File: config.mk
export PLATFORM = sky130hd
export DESIGN_NAME = excl_monitor
export DESIGN_NICKNAME = d
export VERILOG_FILES = /design/src/rtl/excl_monitor.sv
export SDC_FILE = /design/constraint.sdc
export NUM_CORES = 1
export LEC_CHECK = 0
export CORE_MARGIN = 2
export CORE_UTILIZATION = 50
export DETAILED_ROUTE_END_ITERATION = 10
export GPL_ROUTABILITY_DRIVEN = 0
export PLACE_DENSITY = 0.77
export SLEW_MARGIN = 20
export SYNTH_ARGS = -nofsm -noshare
export SYNTH_HDL_FRONTEND = slang
export SYNTH_SLANG_ARGS = --single-unit
File: constraint.sdc
create_clock -name clk -period 6.1 [get_ports clk]
set_input_delay 1.525 -clock clk [delete_from_list [all_inputs] [get_ports clk]]
set_output_delay 1.525 -clock clk [all_outputs]
set_load 0.005 [all_outputs]
File: src/rtl/excl_monitor.sv
module excl_monitor #(
  parameter int AW      = 32,
  parameter int GRAN_LG = 3
) (
  input  logic          clk,
  input  logic          rst_n,
  input  logic          mark_vld,
  input  logic [AW-1:0] mark_addr,
  input  logic [1:0]    mark_size,
  input  logic          mark_shr,
  input  logic          chk_vld,
  input  logic [AW-1:0] chk_addr,
  input  logic [1:0]    chk_size,
  input  logic          chk_shr,
  input  logic          clr_local,
  input  logic          clr_addr_vld,
  input  logic [AW-1:0] clr_addr,
  input  logic [1:0]    clr_size,
  output logic          res_vld,
  output logic          res_pass,
  output logic          res_fault
);
  localparam int TW = AW - GRAN_LG;

  logic          loc_v, glb_v;
  logic [TW-1:0] loc_tag, glb_tag;

  wire [AW-1:0] chk_span  = (AW'(1) << chk_size) - AW'(1);
  wire [AW-1:0] mark_span = (AW'(1) << mark_size) - AW'(1);
  wire [AW-1:0] st_last   = clr_addr + ((AW'(1) << clr_size) - AW'(1));

  wire [TW-1:0] chk_tag = chk_addr[AW-1:GRAN_LG];
  wire          chk_mis = |(chk_addr & chk_span);
  wire          loc_hit = loc_v && (loc_tag == chk_tag);
  wire          glb_hit = glb_v && (glb_tag == chk_tag);
  wire          chk_ok  = !chk_mis && loc_hit && (!chk_shr || glb_hit);
  wire          st_hit  = clr_addr_vld && glb_v &&
                          ((glb_tag == clr_addr[AW-1:GRAN_LG]) ||
                           (glb_tag == st_last[AW-1:GRAN_LG]));

  always_ff @(posedge clk) begin
    if (!rst_n) begin
      loc_v     <= 1'b0;
      glb_v     <= 1'b0;
      loc_tag   <= '0;
      glb_tag   <= '0;
      res_vld   <= 1'b0;
      res_pass  <= 1'b0;
      res_fault <= 1'b0;
    end else begin
      res_vld   <= chk_vld;
      res_pass  <= chk_vld && chk_ok;
      res_fault <= chk_vld && chk_mis;
      if ((chk_vld && chk_ok) || clr_local) loc_v <= 1'b0;
      if (st_hit) glb_v <= 1'b0;
      if (mark_vld) begin
        loc_v   <= 1'b1;
        loc_tag <= mark_addr[AW-1:GRAN_LG];
        if (mark_shr) begin
          glb_v   <= 1'b1;
          glb_tag <= mark_addr[AW-1:GRAN_LG];
        end
      end
    end
  end


  res_follows_chk_chk: assert property (@(posedge clk) disable iff (!rst_n)
    chk_vld |=> res_vld);

  res_quiet_chk: assert property (@(posedge clk) disable iff (!rst_n)
    !chk_vld |=> !res_vld);

  fault_no_pass_chk: assert property (@(posedge clk) disable iff (!rst_n)
    res_fault |-> res_vld && !res_pass);

  mark_sets_both_chk: assert property (@(posedge clk) disable iff (!rst_n)
    mark_vld && mark_shr |=> loc_v && glb_v);

  mark_aligned_chk: assert property (@(posedge clk) disable iff (!rst_n)
    mark_vld |-> (mark_addr & mark_span) == '0);

  pass_drops_local_chk: assert property (@(posedge clk) disable iff (!rst_n)
    chk_vld && !mark_vld && loc_hit && !chk_mis && (!chk_shr || glb_hit) |=> !loc_v && res_pass);

  clear_local_chk: assert property (@(posedge clk) disable iff (!rst_n)
    clr_local && !mark_vld |=> !loc_v);
endmodule

# --- Word level (Yosys, flattened, before mapping) ---
# Index checks and enable logic that the tools add are counted.
word_totals:
  mem_bits_rw: 0
  rom_bits: 0
  latchBits: 0
  inputBits: 110
  ff_bits: 63
  output_inout_bits: 3
  n_memories: 0
  wordCells: 38
classes:
  n_mux: 5
  reduce_logical: 16
  order_cmp: 0
  eq_ne: 4
  n_shift: 2
  bitwise: 1
  add_sub_neg: 3
  n_mul: 0
  div_mod_pow: 0
ops:
  columns: ["operator", "n"]
  rows:
  - ["== test 29 bit", 4]
  - ["<< shifter 1 x 2 -> 32 bit (first input constant)", 2]
  - ["adder 32 bit", 1]
  - ["bitwise AND 32 bit", 1]
  - ["OR reduction 32 bit", 1]
  - ["subtractor 32 x 1 -> 32 bit (second input constant)", 1]
  - ["subtractor 32 x 2 -> 32 bit (second input constant)", 1]
  - ["logical AND 1 bit", 8]
  - ["2-to-1 mux 1 bit", 5]
  - ["logical OR 1 bit", 3]
  - ["zero test 1 bit", 2]
  - ["AND reduction 2 bit", 1]
  - ["nonzero test 2 bit", 1]

# --- Longest topological paths before layout ---
# Gate-level depths: netlist of the first run.
depth:
  depth_word: 11
  mapped_depth: 14
  mapped_depth_nobuf: 14

# --- Least setup slack after synthesis of the first run ---
# Ideal clock, no wire load.
synth_timing:
  path_kind: "input port to flip-flop"
  startpoint: "input clr_size[0]"
  endpoint: "register glb_v"
  setup_time_ns: 0.123
  path_stages: 14
  arrival_time_ns: 4.605
  setup_slack_ns: 1.372
  n_path_buf: 0
  cell_sequence: "nand2b_1 -> ha_1 -> inv_1 -> ha_1 -> and3b_4 -> a211oi_1 -> o21ai_0 -> xnor2_1 -> or4_1 -> or4_1 -> nor3_1 -> nand4_1 -> a2111oi_2 -> o21ai_1"
synth_between:
  elab_chain_len: 9
synth_rtl:
  columns: ["item", "line_no", "text"]
  rows:
  - ["start: declaration", "18", "input logic [1:0] clr_size,"]
  - ["<< shifter 1 x 2 -> 32 bit *", "30", "wire [AW-1:0] st_last = clr_addr + ((AW'(1) << clr_size) - AW'(1));"]
  - ["subtractor 32 x 1 -> 32 bit *", "30", null]
  - ["adder 32 bit *", "30", null]
  - ["== test 29 bit *", "39", "(glb_tag == st_last[AW-1:GRAN_LG]));"]
  - ["logical OR 1 bit *", "38", "((glb_tag == clr_addr[AW-1:GRAN_LG]) ||"]
  - ["logical AND 1 bit *", "37", "wire st_hit = clr_addr_vld && glb_v &&"]
  - ["2-to-1 mux 1 bit *", "55", "if (st_hit) glb_v <= 1'b0;"]
  - ["2-to-1 mux 1 bit", "59", "if (mark_shr) begin"]
  - ["2-to-1 mux 1 bit *", "56", "if (mark_vld) begin"]
  - ["end signal: assignment", "44", "glb_v <= 1'b0;"]
  - ["end signal: assignment", "55", null]
  - ["end signal: assignment", "60", "glb_v <= 1'b1;"]
  - ["end: declaration", "25", "logic loc_v, glb_v;"]
# Mark *: on every way between the ends. The rest lies on a longest branch, timed or not.
# A chain may end at the register's enable or synchronous reset.

# --- Worst setup path in the final report of the first run ---
# Ends and elaborated chain as after synthesis.

==> metrics.csv, run 1 <==
metric,value,unit
most area-consuming cells after synthesis,"dfxtp_1 (22%), xor2_1 (12%), ha_1 (7.1%), nand2_1 (6.1%), xnor2_1 (6.0%)",
final setup TNS,0,ns
sequential area share after synthesis,21.66,%
detailed placement HPWL,14650,um
mux cell area share after synthesis,5.716,%
clk slew on worst S/H paths,0.05,ns
CTS root buf,clkbuf_16,
Layout Cells excl Fill,988,
YS warnings,0,
Yosys reg bits,63,
critical setup path kind,input pin to register,
DP Cell Count,972,
layout cells sized above 1,3.195,%
Max-Cap Viols,0,
post-CTS sizing,0,
ANT cells,0,
Synth Area in Compound Gates,20.28,%
fmax,190.1,MHz
CTS tree,yes,
WL/cell,18.36,um
starting density of the core,51.22,%
ys async rst share,0,%
crit-path max FO,4,
reg2reg setup slack,3.00,ns
PortBufs,107,
Max Slew Vio Count,0,
hold_ws,0.5044,ns
Clock Skew,0.005030,ns
Max Root-Sink Buffers,2,
first-pass GRT wire length,28840,um
Slew HR,26.68,%
area of the core,11370,um^2
Starting DRT DRC Count,427,
Synth top cells by count,"nand2_1 (94), xor2_1 (81), dfxtp_1 (63)",
number of global-route vias before repair,5826,
Setup-failing EPs final,0,
Clock Sinks,63,
Max IR drop VDD,172.4,uV
arrival time worst endpoint,5.47,ns
CTS Hold Bufs,0,
chip height,111.9,um
Final Hold Viols,0,
Gate Count Post-Synth,752,
Final Critical Period,5.261,ns
Congestion Overflow GR,0,
final WL,18140,um
total power,1.418,mW
post-synthesis net count,895,
initial antenna violation count,0,
Post-Synth XOR/XNOR Area,18.20,%
drt pass-1 iters,5,
synthesized cell area,5823,um^2
largest net degree at the start of global routing,64,
HP Class,register to register,
GRT Total Usage,28.83,%
RSZ-0062 raised after global routing,false,
Post-synth EDFFs,0,
Pwr Density,196.4,nW/um^2
critical path required time,6.31,ns
"Avg Cell Area, Syn",7.743,um^2
Area Growth Syn to Fin,23.96,%
main combinational cell family by area after synthesis,simple AND/OR/NAND/NOR gates,
Synth Area in Simple Gates,21.87,%
DRC Markers,0,
most frequent cell after synthesis,nand2_1,
Yosys cell types,66,
Adder-Cell Fraction of Synth Area,7.091,%
Die Wd,111.9,um
post-route ant nets,0,
post-DR vias/cell,6.006,
Final Net Count,983,
post-synth top area cell,dfxtp_1,
CP startpoint kind,input pin,
via count,5934,
die area,12530,um^2
Yosys top cell area share,21.66,%
latest clock arrival within the worst-skew pair,0.33,ns
Final period util,86.24,%
post-CTS setup buffers,0,
ys flop type,dfxtp_1,
num rows,39,
outcome,"complete, no violations",
Pleak,3.014,nW
Ports,113,
H-tree levels,3,
CP endpoint kind,register,
Tightest Pin Transition,1.097,ns
cts bufs inserted,9,
-- sequential cells by signal (all words and copies together) (netlist names) --
name       count
glb_v          1
res_fault      1
loc_tag       29
loc_v          1
res_pass       1
glb_tag       29
res_vld        1
-- placed cells by master (no fill, tap or decap), types with 4 or more instances in the layout --
cell,Yosys,final
a211oi_1,5,5
a21boi_0,32,32
a21o_1,7,7
a21oi_1,40,40
a22oi_1,4,4
and2_1,6,6
and4_1,6,6
clkbuf_1,24,6
clkbuf_16,0,9
clkdlybuf4s50_1,0,106
dfxtp_1,63,63
ha_1,33,33
inv_1,45,45
mux2i_1,31,31
nand2_1,94,94
nand2b_1,4,4
nand3_1,8,8
nand4_1,22,22
nor2_1,29,29
nor2b_1,32,32
nor3_1,10,10
nor4_1,21,21
o211ai_1,8,8
o21a_1,4,4
o21ai_0,28,28
o21ai_1,4,4
o21bai_1,7,7
xnor2_1,40,40
xor2_1,81,81
-- worst max-delay path: stages --
cell and delay [ns]:
clkdlybuf4s50_1 0.54, nand2_1 0.08, ha_1 0.27, inv_1 0.04, ha_1 0.33, a21o_2 0.25, a211oi_1 0.30, o21ai_0 0.17
xnor2_1 0.15, or4_1 0.41, or4_1 0.53, nor3_1 0.26, nand4_1 0.17, a2111oi_2 0.34, o21ai_1 0.09
-- stage by stage --
stage / worst slack (ns) / util, % / area, um^2
after detailed placement: 0.5369 / 61.26 / 6965
after floorplan: 1.372 / - / 5823
final: 0.8395 / 63.49 / 7218
after global routing: 0.6201 / 63.49 / 7218
after global placement: 0.5627 / 61.13 / 6950
after CTS: 0.8535 / 63.49 / 7218
-- power by group --
| group | internal [mW] | leakage, nW | switching, mW |
|---|---|---|---|
| logic | 0.234 | 2.37 | 0.277 |
| registers | 0.435 | 0.518 | 0.0261 |
| clock network | 0.275 | 0.122 | 0.171 |
-- kinds of logic (layout without fill, tap and decap cells) --
family / after synthesis / after routing
adder cells (fa/ha/maj): 33 / 33
multiplexers: 33 / 33
flip-flops: 63 / 63
AO/OA/AOI/OAI: 174 / 174
XOR/XNOR: 121 / 121
buffers and inverters: 78 / 171
AND/OR/NAND/NOR: 250 / 250
-- worst paths after layout --
| path | from | endpoint | cells after the start |
|---|---|---|---|
| setup / recovery | clr_size[0] | glb_v | 15 |
| hold / removal | glb_tag[28] | glb_tag[28] | 2 |
| setup reg to reg | glb_tag[22] | glb_v | 9 |
| hold reg to reg | glb_tag[28] | glb_tag[28] | 2 |
-- layer usage --
layer / GRT usage (%) / part of all wire [%]
met2: 49.25 / 48
met3: 4.573 / 7.9
met1: 35.45 / 40
met4: 13.74 / 4.4
met5: 0 / 0
-- layout make-up --
| cell class | instances | area [um^2] |
|---|---|---|
| multi-input cells | 611 | 4260 |
| fillers | 953 | 4151 |
| flip-flops and latches | 63 | 1261 |
| repair buffers | 110 | 1096 |
| clock buffers | 15 | 247.7 |
| well taps | 143 | 178.9 |
| inverters | 45 | 168.9 |
| clock inverters | 1 | 5.005 |
No activity file was read; power rests on OpenSTA's default activity.
==> run 2, diff against run 1 <==
- CORE_UTILIZATION: 50 -> 30
- PLACE_DENSITY: 0.77 -> not set
==> run 2 against run 1 <==
Net effect:
- global-route usage fell by 9.7 points
- wire length rose by 6.4%
- clock skew fell by 0.0018 ns
- power rose by 6.3%
- die area rose by 64%
- register-to-register slack improved by 0.07 ns
- largest cell class unchanged
- largest power group is now clock
- highest routed layer unchanged
==> metrics.csv, run 2 (same netlist as run 1, synthesis figures left out) <==
metric,value,unit
Pwr Density,203.1,nW/um^2
arrival time worst endpoint,5.51,ns
PortBufs,107,
Clock Skew,0.003222,ns
Max Slew Vio Count,0,
first-pass GRT wire length,30170,um
Setup-failing EPs final,0,
Die Wd,143.3,um
via count,5615,
final setup TNS,0,ns
crit-path max FO,4,
post-CTS sizing,0,
RSZ-0062 raised after global routing,false,
Critical-path top delay cell,or4_1,
Max Root-Sink Buffers,2,
Reg2Reg Launch Point,glb_tag[21],
CP Buf/Inv Count,3,
"commonest non-fill, non-tap cell in the layout",clkdlybuf4s50_1,
clk slew on worst S/H paths,0.05,ns
Congestion Overflow GR,0,
latest clock arrival within the worst-skew pair,0.33,ns
CTS Hold Bufs,0,
num rows,50,
post-DR vias/cell,5.077,
worst min-delay path endpoint,glb_v,
layout cells sized above 1,3.783,%
Worst path max stage delay,0.55,ns
Final Critical Period,5.287,ns
H-tree levels,3,
HP Class,register to register,
Final period util,86.67,%
CTS tree,yes,
Setup Slack @ Placement,0.4746,ns
critical path required time,6.32,ns
WL/cell,17.44,um
final WL,19290,um
Final Hold Viols,0,
drt pass-1 iters,5,
Starting DRT DRC Count,412,
GRT Total Usage,19.10,%
area of the core,18890,um^2
chip height,143.3,um
post-CTS setup buffers,0,
reg2reg setup slack,3.07,ns
CP startpoint kind,input pin,
die area,20540,um^2
Final Net Count,984,
number of global-route vias before repair,5615,
top flop regs,"glb_tag (29), loc_tag (29)",
Area Growth Syn to Fin,27.44,%
CTS root buf,clkbuf_16,
Tightest Pin Transition,1.058,ns
hold path startpoint,glb_v,
ANT cells,0,
Worst Reg-to-Reg Cells,9,
Pleak,3.045,nW
Max-Cap Viols,0,
"commonest cells after routing, fill and taps aside","clkdlybuf4s50_1 (106), nand2_1 (93), xor2_1 (81)",
area post-placement,7112,um^2
post-route ant nets,0,
CP cell instances,clkdlybuf4s50_1 -> nand2_1 -> ha_1 -> inv_1 -> ha_1 -> a21o_2 -> a211oi_1 -> buf_4 -> o21ai_0 -> xnor2_1 -> or4_1 -> or4_1 -> nor3_1 -> nand4_1 -> a2111oi_2 -> o21ai_1,
detailed placement HPWL,15650,um
Max IR drop VDD,165.0,uV
Clock Sinks,63,
cts bufs inserted,9,
worst hold stages,2,
Worst Slack Setup Final,0.8130,ns
CP endpoint kind,register,
Final Cell Area,7421,um^2
starting density of the core,30.82,%
initial antenna violation count,0,
hold_ws,0.5080,ns
DRC Markers,0,
worst reg2reg path endpoint,glb_v,
outcome,"complete, no violations",
fmax,189.1,MHz
filler cell count in the final layout,2036,
Ports,113,
critical setup path kind,input pin to register,
Crit path max-delay family,simple AND/OR/NAND/NOR gates,
largest net degree at the start of global routing,64,
total power,1.508,mW
Slew HR,29.44,%
==> run 2: changes by cell type in the layout (fill, tap and decap cells not counted), sizes merged <==
| cell | delta |
|---|---|
| bufinv | +2 |
| clkbuf | -3 |
| buf | +1 |
| clkinv | +1 |
==> run 2: through the flow <==
stage               util (%)  std cells
floorplan                  -        752
global placement       37.64       1090
detailed placement     37.64       1090
CTS                    39.26       1106
global route           39.28       1106
finish                 39.28       1106
==> run 2: per-layer routing <==
metal	global-route usage (%)	part of all wire (%)	wire length (um)
met3	2.966	4.7	901
met4	7.998	3.5	681
met1	24.08	44	8536
met2	32.46	48	9175
met5	0	0	0
==> run 2: worst reg2reg max path: cells and delay by family, from the launching register on <==
kind	cells	cell delay, ns
AOI/OAI and AO/OA	4	0.93
xor gates and xnor gates	1	0.36
DFF	1	0.48
and+or+nand+nor	4	1.14
==> run 2: worst max path at each step <==
stage	endpoint	cells past startpoint	from	slack (ns)
floorplan	glb_v	14	clr_size[0]	1.37
global placement	glb_v	16	clr_size[0]	0.50
detailed placement	glb_v	16	clr_size[0]	0.47
CTS	glb_v	16	clr_size[0]	0.81
global route	glb_v	16	clr_size[0]	0.49
finish	glb_v	16	clr_size[0]	0.81
==> run 2: area by class of cell <==
cell class	instances	area (um^2)	share of cell area, %
Clock inverter	4	70.07	0.9442
Multi-Input combinational cell	611	4263	57.44
Sequential cell	63	1261	17.00
Clock buffer	12	236.5	3.187
Inverter	45	168.9	2.276
Timing Repair Buffer	111	1096	14.77
Tap cell	260	325.3	4.384
==> run 2: where the power goes <==
part           switching, mW  internal (mW)  total [mW]
clock                  0.179          0.356       0.536
combinational          0.277          0.235       0.512
sequential            0.0255          0.434       0.460
total                  0.482           1.03        1.51
